<file path="config.mk">
export PLATFORM = sky130hd
export DESIGN_NAME = ret_addr_stack_pred
export DESIGN_NICKNAME = d
export VERILOG_FILES = /design/src/rtl/ras_pkg.sv /design/src/rtl/ras_ptr_ctrl.sv /design/src/rtl/ras_entry_file.sv /design/src/rtl/ret_addr_stack_pred.sv
export SDC_FILE = /design/constraint.sdc
export NUM_CORES = 1
export LEC_CHECK = 0
export ABC_AREA = 1
export BUFFER_PORTS_ARGS = -buffer_cell sky130_fd_sc_hd__buf_2
export CAP_MARGIN = 20
export CORE_UTILIZATION = 55
export DETAILED_ROUTE_END_ITERATION = 8
export PLACE_DENSITY = 0.77
export SLEW_MARGIN = 0
export SYNTH_ARGS = -nofsm -noshare
export SYNTH_HDL_FRONTEND = slang
export SYNTH_HIERARCHICAL = 1
export SYNTH_SLANG_ARGS = --single-unit
export TNS_END_PERCENT = 100
</file>
<file path="constraint.sdc">
create_clock -name clk -period 3.4 [get_ports clk]
set_clock_uncertainty 0.05 [all_clocks]
set_input_delay 0.34 -clock clk [delete_from_list [all_inputs] [get_ports clk]]
set_output_delay 0.34 -clock clk [all_outputs]
set_load 0.1 [all_outputs]
</file>
<file path="src/rtl/ras_pkg.sv">
package ras_pkg;

  // Stack operation applied at the next clock edge.
  typedef enum logic [1:0] {
    RAS_OP_IDLE = 2'd0,
    RAS_OP_PUSH = 2'd1,
    RAS_OP_POP  = 2'd2,
    RAS_OP_SWAP = 2'd3   // pop and push in one cycle: top is replaced
  } ras_op_e;

  // Circular successor of a slot index for a stack of the given depth.
  function automatic int unsigned ras_idx_next(int unsigned idx, int unsigned depth);
    return (idx + 1 == depth) ? 0 : idx + 1;
  endfunction

  // Circular predecessor of a slot index for a stack of the given depth.
  function automatic int unsigned ras_idx_prev(int unsigned idx, int unsigned depth);
    return (idx == 0) ? depth - 1 : idx - 1;
  endfunction

  // Occupancy after a push, saturating at the depth.
  function automatic int unsigned ras_cnt_after_push(int unsigned cnt, int unsigned depth);
    return (cnt == depth) ? depth : cnt + 1;
  endfunction

endpackage

</file>
<file path="src/rtl/ras_ptr_ctrl.sv">
module ras_ptr_ctrl
  import ras_pkg::*;
#(
  parameter int DEPTH = 8,
  localparam int IDX_W = (DEPTH > 1) ? $clog2(DEPTH) : 1,
  localparam int CNT_W = $clog2(DEPTH + 1)
) (
  input  logic             clk,
  input  logic             rst_n,
  input  logic             push_i,
  input  logic             pop_req_i,
  output ras_op_e          op_o,
  output logic [IDX_W-1:0] top_idx_o,
  output logic [IDX_W-1:0] wr_idx_o,
  output logic             empty_o
);

  logic [IDX_W-1:0] top_q;
  logic [CNT_W-1:0] cnt_q;
  logic             pop_eff;
  ras_op_e          op;

  assign empty_o = (cnt_q == '0);
  assign pop_eff = pop_req_i && !empty_o;   // underflow: pop is dropped

  always_comb begin
    unique case ({push_i, pop_eff})
      2'b10:   op = RAS_OP_PUSH;
      2'b01:   op = RAS_OP_POP;
      2'b11:   op = RAS_OP_SWAP;
      default: op = RAS_OP_IDLE;
    endcase
  end

  assign op_o      = op;
  assign top_idx_o = top_q;
  assign wr_idx_o  = (op == RAS_OP_SWAP) ? top_q
                                         : IDX_W'(ras_idx_next(int'(top_q), DEPTH));

  always_ff @(posedge clk or negedge rst_n) begin
    if (!rst_n) begin
      top_q <= '0;
      cnt_q <= '0;
    end else begin
      unique case (op)
        RAS_OP_PUSH: begin
          top_q <= IDX_W'(ras_idx_next(int'(top_q), DEPTH));
          cnt_q <= CNT_W'(ras_cnt_after_push(int'(cnt_q), DEPTH));
        end
        RAS_OP_POP: begin
          top_q <= IDX_W'(ras_idx_prev(int'(top_q), DEPTH));
          cnt_q <= cnt_q - 1'b1;
        end
        default: ;
      endcase
    end
  end

  AST_CNT_BOUNDED: assert property (@(posedge clk) disable iff (!rst_n)
    cnt_q <= CNT_W'(DEPTH));

  AST_FULL_PUSH_SATURATES: assert property (@(posedge clk) disable iff (!rst_n)
    (op == RAS_OP_PUSH && cnt_q == CNT_W'(DEPTH)) |=> cnt_q == CNT_W'(DEPTH));

  AST_UNDERFLOW_HOLDS_PTR: assert property (@(posedge clk) disable iff (!rst_n)
    (empty_o && pop_req_i && !push_i) |=> ($stable(top_q) && empty_o));

  AST_SWAP_KEEPS_PTR: assert property (@(posedge clk) disable iff (!rst_n)
    (op == RAS_OP_SWAP) |=> ($stable(top_q) && $stable(cnt_q)));

  AST_RESET_EMPTIES: assert property (@(posedge clk) disable iff (!rst_n)
    !$past(rst_n) |-> empty_o);

endmodule

</file>
<file path="src/rtl/ras_entry_file.sv">
module ras_entry_file #(
  parameter int DEPTH  = 8,
  parameter int ADDR_W = 32,
  localparam int IDX_W = (DEPTH > 1) ? $clog2(DEPTH) : 1
) (
  input  logic              clk,
  input  logic              wr_en_i,
  input  logic [IDX_W-1:0]  wr_idx_i,
  input  logic [ADDR_W-1:0] wr_data_i,
  input  logic [IDX_W-1:0]  rd_idx_i,
  output logic [ADDR_W-1:0] rd_data_o
);

  logic [ADDR_W-1:0] slot_view [DEPTH];

  for (genvar g = 0; g < DEPTH; g++) begin : g_slot
    logic [ADDR_W-1:0] slot_q;
    always_ff @(posedge clk) begin
      if (wr_en_i && wr_idx_i == IDX_W'(g)) slot_q <= wr_data_i;
    end
    assign slot_view[g] = slot_q;
  end

  assign rd_data_o = slot_view[rd_idx_i];

endmodule

</file>
<file path="src/rtl/ret_addr_stack_pred.sv">
module ret_addr_stack_pred
  import ras_pkg::*;
#(
  parameter int DEPTH      = 8,
  parameter int ADDR_W     = 32,
  parameter int INSN_BYTES = 4,
  localparam int IDX_W = (DEPTH > 1) ? $clog2(DEPTH) : 1
) (
  input  logic              clk,
  input  logic              rst_n,
  input  logic              call_i,
  input  logic              jr_i,
  input  logic              jr_link_i,
  input  logic [ADDR_W-1:0] pc_i,
  output logic [ADDR_W-1:0] pred_target_o,
  output logic              pred_valid_o
);

  // Address a call returns to: the instruction after it.
  function automatic logic [ADDR_W-1:0] link_of(input logic [ADDR_W-1:0] pc);
    return pc + ADDR_W'(INSN_BYTES);
  endfunction

  // Named internal events for assertions.
  logic              ret_evt;
  logic              wr_en;
  logic              empty;
  ras_op_e           op;
  logic [IDX_W-1:0]  top_idx;
  logic [IDX_W-1:0]  wr_idx;
  logic [ADDR_W-1:0] top_data;
  logic [ADDR_W-1:0] link_addr;

  assign ret_evt   = jr_i && jr_link_i;
  assign link_addr = link_of(pc_i);
  assign wr_en     = (op == RAS_OP_PUSH) || (op == RAS_OP_SWAP);

  ras_ptr_ctrl #(.DEPTH(DEPTH)) u_ptr (
    .clk       (clk),
    .rst_n     (rst_n),
    .push_i    (call_i),
    .pop_req_i (ret_evt),
    .op_o      (op),
    .top_idx_o (top_idx),
    .wr_idx_o  (wr_idx),
    .empty_o   (empty)
  );

  ras_entry_file #(.DEPTH(DEPTH), .ADDR_W(ADDR_W)) u_file (
    .clk       (clk),
    .wr_en_i   (wr_en),
    .wr_idx_i  (wr_idx),
    .wr_data_i (link_addr),
    .rd_idx_i  (top_idx),
    .rd_data_o (top_data)
  );

  assign pred_valid_o  = ret_evt && !empty;
  assign pred_target_o = pred_valid_o ? top_data : '0;

  AST_CALL_LANDS_ON_TOP: assert property (@(posedge clk) disable iff (!rst_n)
    call_i |=> top_data == $past(link_addr));

  AST_NONLINK_JUMP_INERT: assert property (@(posedge clk) disable iff (!rst_n)
    (jr_i && !jr_link_i && !call_i) |=> ($stable(top_idx) && $stable(top_data)));

  AST_NO_RET_NO_PRED: assert property (@(posedge clk) disable iff (!rst_n)
    !ret_evt |-> (!pred_valid_o && pred_target_o == '0));

endmodule

</file>
==> results of run 1 <==
==> through the flow <==
stage / hold WS, ns / total power [mW] / cell area (um^2) / TNS (ns) / util
floorplan: -0.00559 / 8.39 / 13000 / -13.04 / -
global placement: 0.131 / 9.65 / 14000 / 0 / 0.611
detailed placement: 0.133 / 9.78 / 14000 / 0 / 0.611
CTS: 0.0316 / 12.7 / 14900 / 0 / 0.650
global route: 0.0359 / 13.4 / 14900 / 0 / 0.650
finish: 0.0433 / 12.7 / 14900 / 0 / 0.650
==> sequential cells by signal (all words and copies together), names as in the netlist <==
name,flops
u_file/g_slot.slot_q,256
u_ptr/cnt_q,4
u_ptr/top_idx_o,3
==> per-layer routing <==
metal | share of wire | wire [um] | track usage
met1 | 0.41 | 12000 | 0.333
met2 | 0.49 | 14400 | 0.427
met3 | 0.068 | 1980 | 0.0315
met4 | 0.027 | 801 | 0.0896
met5 | 0.00058 | 17 | 0
==> repair_timing <==
| item | CTS | global route |
|---|---|---|
| hold buffers | 1 | 0 |
| gates resized for setup | 0 | 0 |
| hold endpoints to repair | 7 | 0 |
==> where the power goes <==
group | internal, mW | switching (mW)
Clock | 1.75 | 1.17
Sequential | 4.29 | 0.225
Combinational | 1.46 | 3.79
Total | 7.50 | 5.18
==> worst min path at each step <==
stage,startpoint,end,slack (ns),depth (start not counted)
floorplan,rst_n,u_ptr/cnt_q[0],-0.006,0
global placement,rst_n,u_ptr/cnt_q[2],0.13,1
detailed placement,rst_n,u_ptr/cnt_q[2],0.13,1
CTS,pc_i[0],u_file/g_slot[7].slot_q[0],0.03,1
global route,pc_i[0],u_file/g_slot[1].slot_q[0],0.04,1
finish,pc_i[0],u_file/g_slot[1].slot_q[0],0.04,1
==> cell type report <==
| class | count | share of cell area |
|---|---|---|
| inverters | 325 | 0.0822 |
| diodes | 1 | 0.000168 |
| multi-input cells | 809 | 0.246 |
| clock buffers | 30 | 0.0462 |
| clock inverters | 18 | 0.0126 |
| repair buffers | 97 | 0.0568 |
| well taps | 313 | 0.0264 |
| flip-flops and latches | 263 | 0.530 |
==> out/qor.csv, run 1 <==
metric,value,unit
Ports,70,
clk slew on worst S/H paths,0.07,ns
DIE WIDTH,155,um
P per Cell Area,853,mW/mm^2
drt wl/cell,15.7,um
critical path's top delay family,buffers and inverters,
worst-path cell chain,clkinv_2 > buf_12 > nand2_1 > nand3_1 > nand2_1 > nand2_1 > nand2_1 > inv_1 > nor2_2 > buf_2,
P_leak,7.02,nW
"most common cell after layout, fill and taps aside",nand2_1,
Critical path buffers and inverters,4,
R2R setup slack,0.52,ns
Ys Warns,6,
post-layout min period,3.13,ns
P&R area growth vs syn,15.0,%
area of the multi-input gates,0.00366,mm^2
TritonRoute pass-1 iters,5,
worst-margin pin slew,0.884,ns
Post-Layout Cell Count,1856,
Core ar.,0.0228,mm^2
crit-path max cell delay,0.44,ns
most frequent cells in the layout,"526 x nand2_1, 320 x inv_1, 256 x edfxtp_1, 140 x nand3_1, 55 x buf_2",
vias in the first global route,9142,
Worst setup endpoint,pred_target_o[25],
CTS tree,yes,
post-synthesis cell area,0.0129,mm^2
first-pass GRT wire length,46.5,mm
max-slew violation count,0,
slowest CP cell,dfrtp_4,
Initial Utilization,0.565,
Worst path most repeated cell,nand2_1,
standard-cell row count,55,
total global-route track usage,0.251,
unrepaired setup endpoints after global routing,no,
post-route ant nets,0,
placed insts,1806,
die area,0.0241,mm^2
WL final,29.1,mm
Setup WS pre-CTS,0.532,ns
status,completed,
Setup crit start kind,flip-flop,
die height,155,um
initial DRC count,823,
setup violators final,0,
peak supply drop,0.679,mV
R2R depth,12,
Crit. End Element,primary output,
"Avg Cell Area, Syn",8.91,um^2
initial antenna violation count,2,
clock buffer depth,3,
Clock Latency Late Sink,0.52,ns
Stages on worst setup path,10,
PortBufs,69,
Filler cells,1777,
syn_nets,1496,
CTS Buf Count,26,
H-tree lvl count,1,
Worst slew margin,0.409,
f_max,320,MHz
clk sinks,263,
GPL Wtd Cong,0.883,
gate count of the mapped netlist,1449,
hold crit path type,in -> reg,
critical setup path kind,reg -> out,
nets,1569,
drt drc,0,
vias per std cell,5.04,
setup ws final,0.274,ns
hpwl dp,18.8,mm
Reg area,0.00787,mm^2
Max-Cap Viols,0,
share of cells above drive strength 1,0.127,
Root Driver,clkbuf_16,
Worst EP required,3.01,ns
Worst setup startpoint,u_ptr/top_idx_o[0],
largest net degree at the start of global routing,69,
total gr overflow,0,
Final Hold Vio Count,0,
postcts setup bufs,0,
period utilization,0.919,
critical path peak fanout,42,
R2R Path Start,u_ptr/cnt_q[0],
Worst EP arrival,2.74,ns
FF-to-FF End,u_file/g_slot[2].slot_q[27],
vias,9358,
(Power assumes the default switching activity.)
==> inputs of run 2 (changes only) <==
--- a/config.mk
+++ b/config.mk
@@ -7,9 +7,9 @@
 export LEC_CHECK = 0
 export ABC_AREA = 1
 export BUFFER_PORTS_ARGS = -buffer_cell sky130_fd_sc_hd__buf_2
-export CAP_MARGIN = 20
 export CORE_UTILIZATION = 55
 export DETAILED_ROUTE_END_ITERATION = 8
+export MAX_ROUTING_LAYER = met4
 export PLACE_DENSITY = 0.77
 export SLEW_MARGIN = 0
 export SYNTH_ARGS = -nofsm -noshare
==> constraint.sdc (replaced) <==
create_clock -name clk -period 3.4 [get_ports clk]
set_clock_uncertainty 0.05 [all_clocks]
set_input_delay 0.34 -clock clk [delete_from_list [all_inputs] [get_ports clk]]
set_output_delay 0.34 -clock clk [all_outputs]
set_load 0.05 [all_outputs]
==> run 2 against run 1 <==
Effect of this change:
- setup slack better by 0.085 ns
- design area is 2.0% lower
- sequential share of layout area increased by 1.1 points
- total power is 5.1% lower
- combinational power fell by 14%
- critical path depth fell by 2
- final cell count is 0.16% lower
- utilization decreased by 1.3 points
- non-clock buffer count fell by 2
- global-route usage rose by 0.24 points
- clock power up 1%
- first-iteration DRC count rose by 2.9%
- highest routed layer is now met4
==> out/qor.csv, run 2 (same netlist as run 1, synthesis figures left out) <==
metric,value,unit
die height,155,um
Clock Latency Late Sink,0.52,ns
worst-path cell chain,buf_4 > nand3_1 > nand2_1 > nand2_1 > nand2_1 > inv_1 > nor2_1 > buf_2,
unrepaired setup endpoints after global routing,no,
WHS,0.0660,ns
Post-Layout Cell Count,1853,
Max-Cap Viols,0,
Critical path buffers and inverters,3,
worst-margin pin slew,0.662,ns
post-layout min period,3.04,ns
setup violators final,0,
"most common cell after layout, fill and taps aside",nand2_1,
crit-path max cell delay,0.63,ns
vias per std cell,5.04,
Setup crit start kind,flip-flop,
Root Driver,clkbuf_16,
Worst EP arrival,2.65,ns
Final Hold Vio Count,0,
total gr overflow,0,
Worst path most repeated cell,nand2_1,
critical setup path kind,reg -> out,
vias in the first global route,9226,
Crit. End Element,primary output,
status,completed,
die area,0.0241,mm^2
CTS Buf Count,27,
PortBufs,69,
f_max,329,MHz
initial DRC count,847,
P_leak,6.98,nW
P per Cell Area,826,mW/mm^2
period utilization,0.894,
critical path peak fanout,50,
P&R area growth vs syn,12.7,%
clk slew on worst S/H paths,0.06,ns
Worst slew margin,0.555,
nets,1568,
total global-route track usage,0.253,
Top reg by flops,u_file/g_slot.slot_q,
Diodes inserted,0,
H-tree lvl count,1,
first-pass GRT wire length,45.8,mm
share of cells above drive strength 1,0.103,
TritonRoute pass-1 iters,7,
CTS tree,yes,
Setup WS pre-CTS,0.512,ns
max-slew violation count,0,
Filler cells,1820,
peak supply drop,0.511,mV
Core ar.,0.0228,mm^2
placed insts,1804,
clock buffer depth,3,
drt drc,0,
hpwl dp,17.8,mm
largest net degree at the start of global routing,103,
clk sinks,263,
DIE WIDTH,155,um
hold crit path type,in -> reg,
Ports,70,
setup ws final,0.360,ns
PnR Total Power,12.0,mW
Worst EP required,3.01,ns
Initial Utilization,0.565,
WL final,28.5,mm
TNS Setup,0,ns
drt wl/cell,15.4,um
GPL Wtd Cong,0.903,
post-route ant nets,0,
standard-cell row count,55,
initial antenna violation count,0,
slowest CP cell,buf_4,
postcts setup bufs,0,
vias,9333,
most frequent cells in the layout,"526 x nand2_1, 321 x inv_1, 256 x edfxtp_1, 140 x nand3_1",
critical path's top delay family,buffers and inverters,
Largest register FFs,256,
## run 2: cell count changes in the layout (fill, tap and decap cells not counted), moves of 2 or more
cell        previous run  this run
buf_2                 55        69
clkbuf_1               3         5
clkinvlp_4             2         0
buf_12                20         7
nor2_2                37         4
buf_4                 21        18
clkinv_2               7         4
nor2_1                36        69
## run 2: path summary, 6_finish.rpt
path,start,to,slack (ns),cells past startpoint
max reg2reg,u_ptr/cnt_q[0],u_file/g_slot[7].slot_q[22],0.43,12
min in group asynchronous,rst_n,u_ptr/cnt_q[2],0.13,2
max in group asynchronous,rst_n,u_ptr/top_idx_o[0],3.00,2
min,pc_i[1],u_file/g_slot[3].slot_q[1],0.07,1
min reg2reg,u_ptr/cnt_q[1],u_ptr/cnt_q[1],0.54,2
max,u_ptr/top_idx_o[1],pred_target_o[10],0.36,8
## run 2: report_power, final
part	internal [mW]	switching, mW	leakage [nW]
Combinational	1.30	3.22	4.14
Clock	1.76	1.19	0.430
Sequential	4.29	0.273	2.41
Total	7.34	4.68	6.98
## run 2: layout make-up
cell class	instances	area, um^2	share of cell area
clock buffers	32	694	0.0477
multi-input cells	809	3570	0.245
well taps	313	392	0.0269
repair buffers	95	631	0.0433
flip-flops and latches	263	7870	0.540
clock inverters	16	183	0.0125
inverters	325	1220	0.0839
## run 2: routing by layer
layer | wire [um] | part of all wire | GRT usage | vias to the layer above
met3 | 1600 | 0.056 | 0.0270 | 63
met1 | 11800 | 0.41 | 0.312 | 4346
met4 | 849 | 0.030 | 0.0938 | 0
met2 | 14300 | 0.50 | 0.434 | 334
li1 | - | - | - | 4590
met5 | 0 | 0 | - | -
## run 2: through the flow
stage / area (um^2) / util
finish: 14600 / 0.637
global route: 14600 / 0.637
global placement: 13700 / 0.599
detailed placement: 13700 / 0.599
CTS: 14600 / 0.637
floorplan: 12900 / -
## run 2: what timing repair did
item / in CTS / in global routing
resized for setup: 0 / 1
hold endpoints to repair: 7 / 0
endpoints found under the setup margin: 0 / 25
hold buffers: 1 / 0
==> inputs of run 3 (changes only) <==
--- a/config.mk
+++ b/config.mk
@@ -7,10 +7,12 @@
 export LEC_CHECK = 0
 export ABC_AREA = 1
 export BUFFER_PORTS_ARGS = -buffer_cell sky130_fd_sc_hd__buf_2
-export CORE_UTILIZATION = 55
+export CORE_ASPECT_RATIO = 1.25
+export CORE_UTILIZATION = 45
 export DETAILED_ROUTE_END_ITERATION = 8
 export MAX_ROUTING_LAYER = met4
-export PLACE_DENSITY = 0.77
+export PLACE_DENSITY = 0.65
+export SKIP_LAST_GASP = 1
 export SLEW_MARGIN = 0
 export SYNTH_ARGS = -nofsm -noshare
 export SYNTH_HDL_FRONTEND = slang
==> run 3 against run 2 <==
Effect of this change:
- first-iteration DRC count fell by 39%
- setup slack improved by 0.062 ns
- clock-buffer cell count fell by 2
- routed wire length fell by 1.0%
- register-to-register slack improved by 0.12 ns
- sequential power fell by 2%
- combinational power barely moved
- via count fell by 3.3%
- design area fell by 0.28%
- hold slack improved by 0.023 ns
- flip-flop and latch count did not move
==> out/qor.csv, run 3 (same netlist as run 1, synthesis figures left out) <==
metric,value,unit
status,completed,
R2R setup slack,0.55,ns
initial antenna violation count,0,
total global-route track usage,0.204,
grt met2 use,0.360,
hold crit path type,in -> reg,
GR Layer Usage met3,0.0220,
Top reg by flops,u_file/g_slot.slot_q,
nets,1560,
worst-path cell chain,inv_4 > buf_4 > nand2_1 > nand3_1 > nand2_1 > nand2_1 > nand2_1 > inv_1 > nor2_1 > buf_2,
Worst EP required,3.01,ns
global route hottest layer,met2,
Final Hold Vio Count,0,
HP Start,pc_i[0],
total gr overflow,0,
H-tree lvl count,1,
met1 Use GR,0.242,
vias per std cell,4.79,
CTS Buf Count,25,
P&R area growth vs syn,12.4,%
vias,9029,
Hold Crit Depth,1,
Ports,70,
share of cells above drive strength 1,0.0980,
hpwl dp,18.1,mm
CTS tree,yes,
TNS Setup,0,ns
WL final,28.2,mm
clk slew on worst S/H paths,0.06,ns
period utilization,0.876,
PortBufs,69,
P per Cell Area,807,mW/mm^2
Max-Cap Viols,0,
Root Driver,clkbuf_16,
R2R depth,12,
TritonRoute pass-1 iters,9,
initial DRC count,514,
setup violators final,0,
critical setup path kind,reg -> out,
postcts setup bufs,0,
unrepaired setup endpoints after global routing,no,
Setup WS pre-CTS,0.543,ns
Worst path most repeated cell,nand2_1,
Setup crit start kind,flip-flop,
Diodes inserted,0,
slowest CP cell,dfrtp_4,
hold-critical path endpoint,u_file/g_slot[3].slot_q[0],
"most common cell after layout, fill and taps aside",nand2_1,
crit-path max cell delay,0.57,ns
drt drc,0,
Crit. End Element,primary output,
f_max,336,MHz
R2R Path Start,u_ptr/cnt_q[0],
area of the multi-input gates,0.00357,mm^2
clk sinks,263,
largest net degree at the start of global routing,121,
Worst slew margin,0.532,
die area,0.0294,mm^2
die height,191,um
peak supply drop,0.424,mV
Clock Latency Late Sink,0.51,ns
post-layout min period,2.98,ns
FF-to-FF End,u_file/g_slot[6].slot_q[13],
Reg area,0.00787,mm^2
first-pass GRT wire length,45.0,mm
Filler cells,2586,
post-route ant nets,0,
Core ar.,0.0283,mm^2
setup ws final,0.422,ns
clock buffer depth,3,
P_leak,6.91,nW
Worst EP arrival,2.59,ns
GPL Wtd Cong,0.870,
vias in the first global route,8754,
most frequent cells in the layout,"526 x nand2_1, 321 x inv_1, 256 x edfxtp_1, 140 x nand3_1",
drt wl/cell,15.0,um
Initial Utilization,0.456,
worst-margin pin slew,0.700,ns
DIE WIDTH,154,um
critical path peak fanout,42,
max-slew violation count,0,
Largest register FFs,256,
standard-cell row count,69,
run 3: cell types whose count changed in the layout (fill, tap and decap cells not counted), sizes merged:
cell and delta:
buf -6, bufinv -1, clkbuf -2, clkinv -2
clkinvlp +1
run 3: worst max path at each step:
stage / slack (ns) / startpoint / cells past startpoint / endpoint
2_1_floorplan: -0.07 / u_ptr/cnt_q[0] / 11 / u_file/g_slot[4].slot_q[0]
3_3_place_gp: 0.56 / u_ptr/cnt_q[0] / 12 / u_file/g_slot[7].slot_q[14]
3_5_place_dp: 0.54 / u_ptr/top_idx_o[0] / 8 / u_file/g_slot[2].slot_q[27]
4_1_cts: 0.05 / u_ptr/top_idx_o[0] / 10 / pred_target_o[21]
5_1_grt: 0.19 / u_ptr/top_idx_o[0] / 10 / pred_target_o[2]
6_report: 0.42 / u_ptr/top_idx_o[0] / 10 / pred_target_o[25]
run 3: power breakdown:
group          switching [mW]  internal [mW]  total [mW]
Sequential              0.207           4.29        4.49
Combinational            3.21           1.29        4.51
Clock                    1.15           1.57        2.72
run 3: worst max-delay path: cells and delay by family (launching register included):
| family | cells | cell delay, ns |
|---|---|---|
| buffers and inverters | 4 | 1.04 |
| and+or+nand+nor | 6 | 0.43 |
| DFF | 1 | 0.57 |
run 3: layout make-up:
type / count / area share
Sequential cell: 263 / 0.542
Timing Repair Buffer: 89 / 0.0429
Clock inverter: 14 / 0.0101
Clock buffer: 30 / 0.0444
Tap cell: 355 / 0.0306
Multi-Input combinational cell: 809 / 0.246
Inverter: 325 / 0.0842
run 3: through the flow:
stage	total power [mW]	instance area (um^2)	hold slack [ns]	utilization	std cells
after floorplan	7.89	12900	-0.00559	-	1449
after global placement	9.05	13700	0.143	0.484	1840
after detailed placement	9.13	13700	0.142	0.484	1840
after CTS	11.8	14500	0.0888	0.513	1885
after global routing	12.5	14500	0.105	0.513	1885
final	11.7	14500	0.0890	0.513	1885
run 3: routing by layer:
| metal | part of all wire | wire length [um] | vias to the layer above |
|---|---|---|---|
| met2 | 0.51 | 14300 | 213 |
| met5 | 0 | 0 | - |
| met3 | 0.042 | 1190 | 47 |
| li1 | - | - | 4560 |
| met1 | 0.42 | 11900 | 4209 |
| met4 | 0.029 | 830 | 0 |
run 3: repair_timing:
| item | CTS | global route |
|---|---|---|
| hold buffers | 1 | 0 |
| endpoints found under the setup margin | 0 | 28 |
| endpoints found under the hold margin | 7 | 0 |
| gates resized for setup | 0 | 1 |
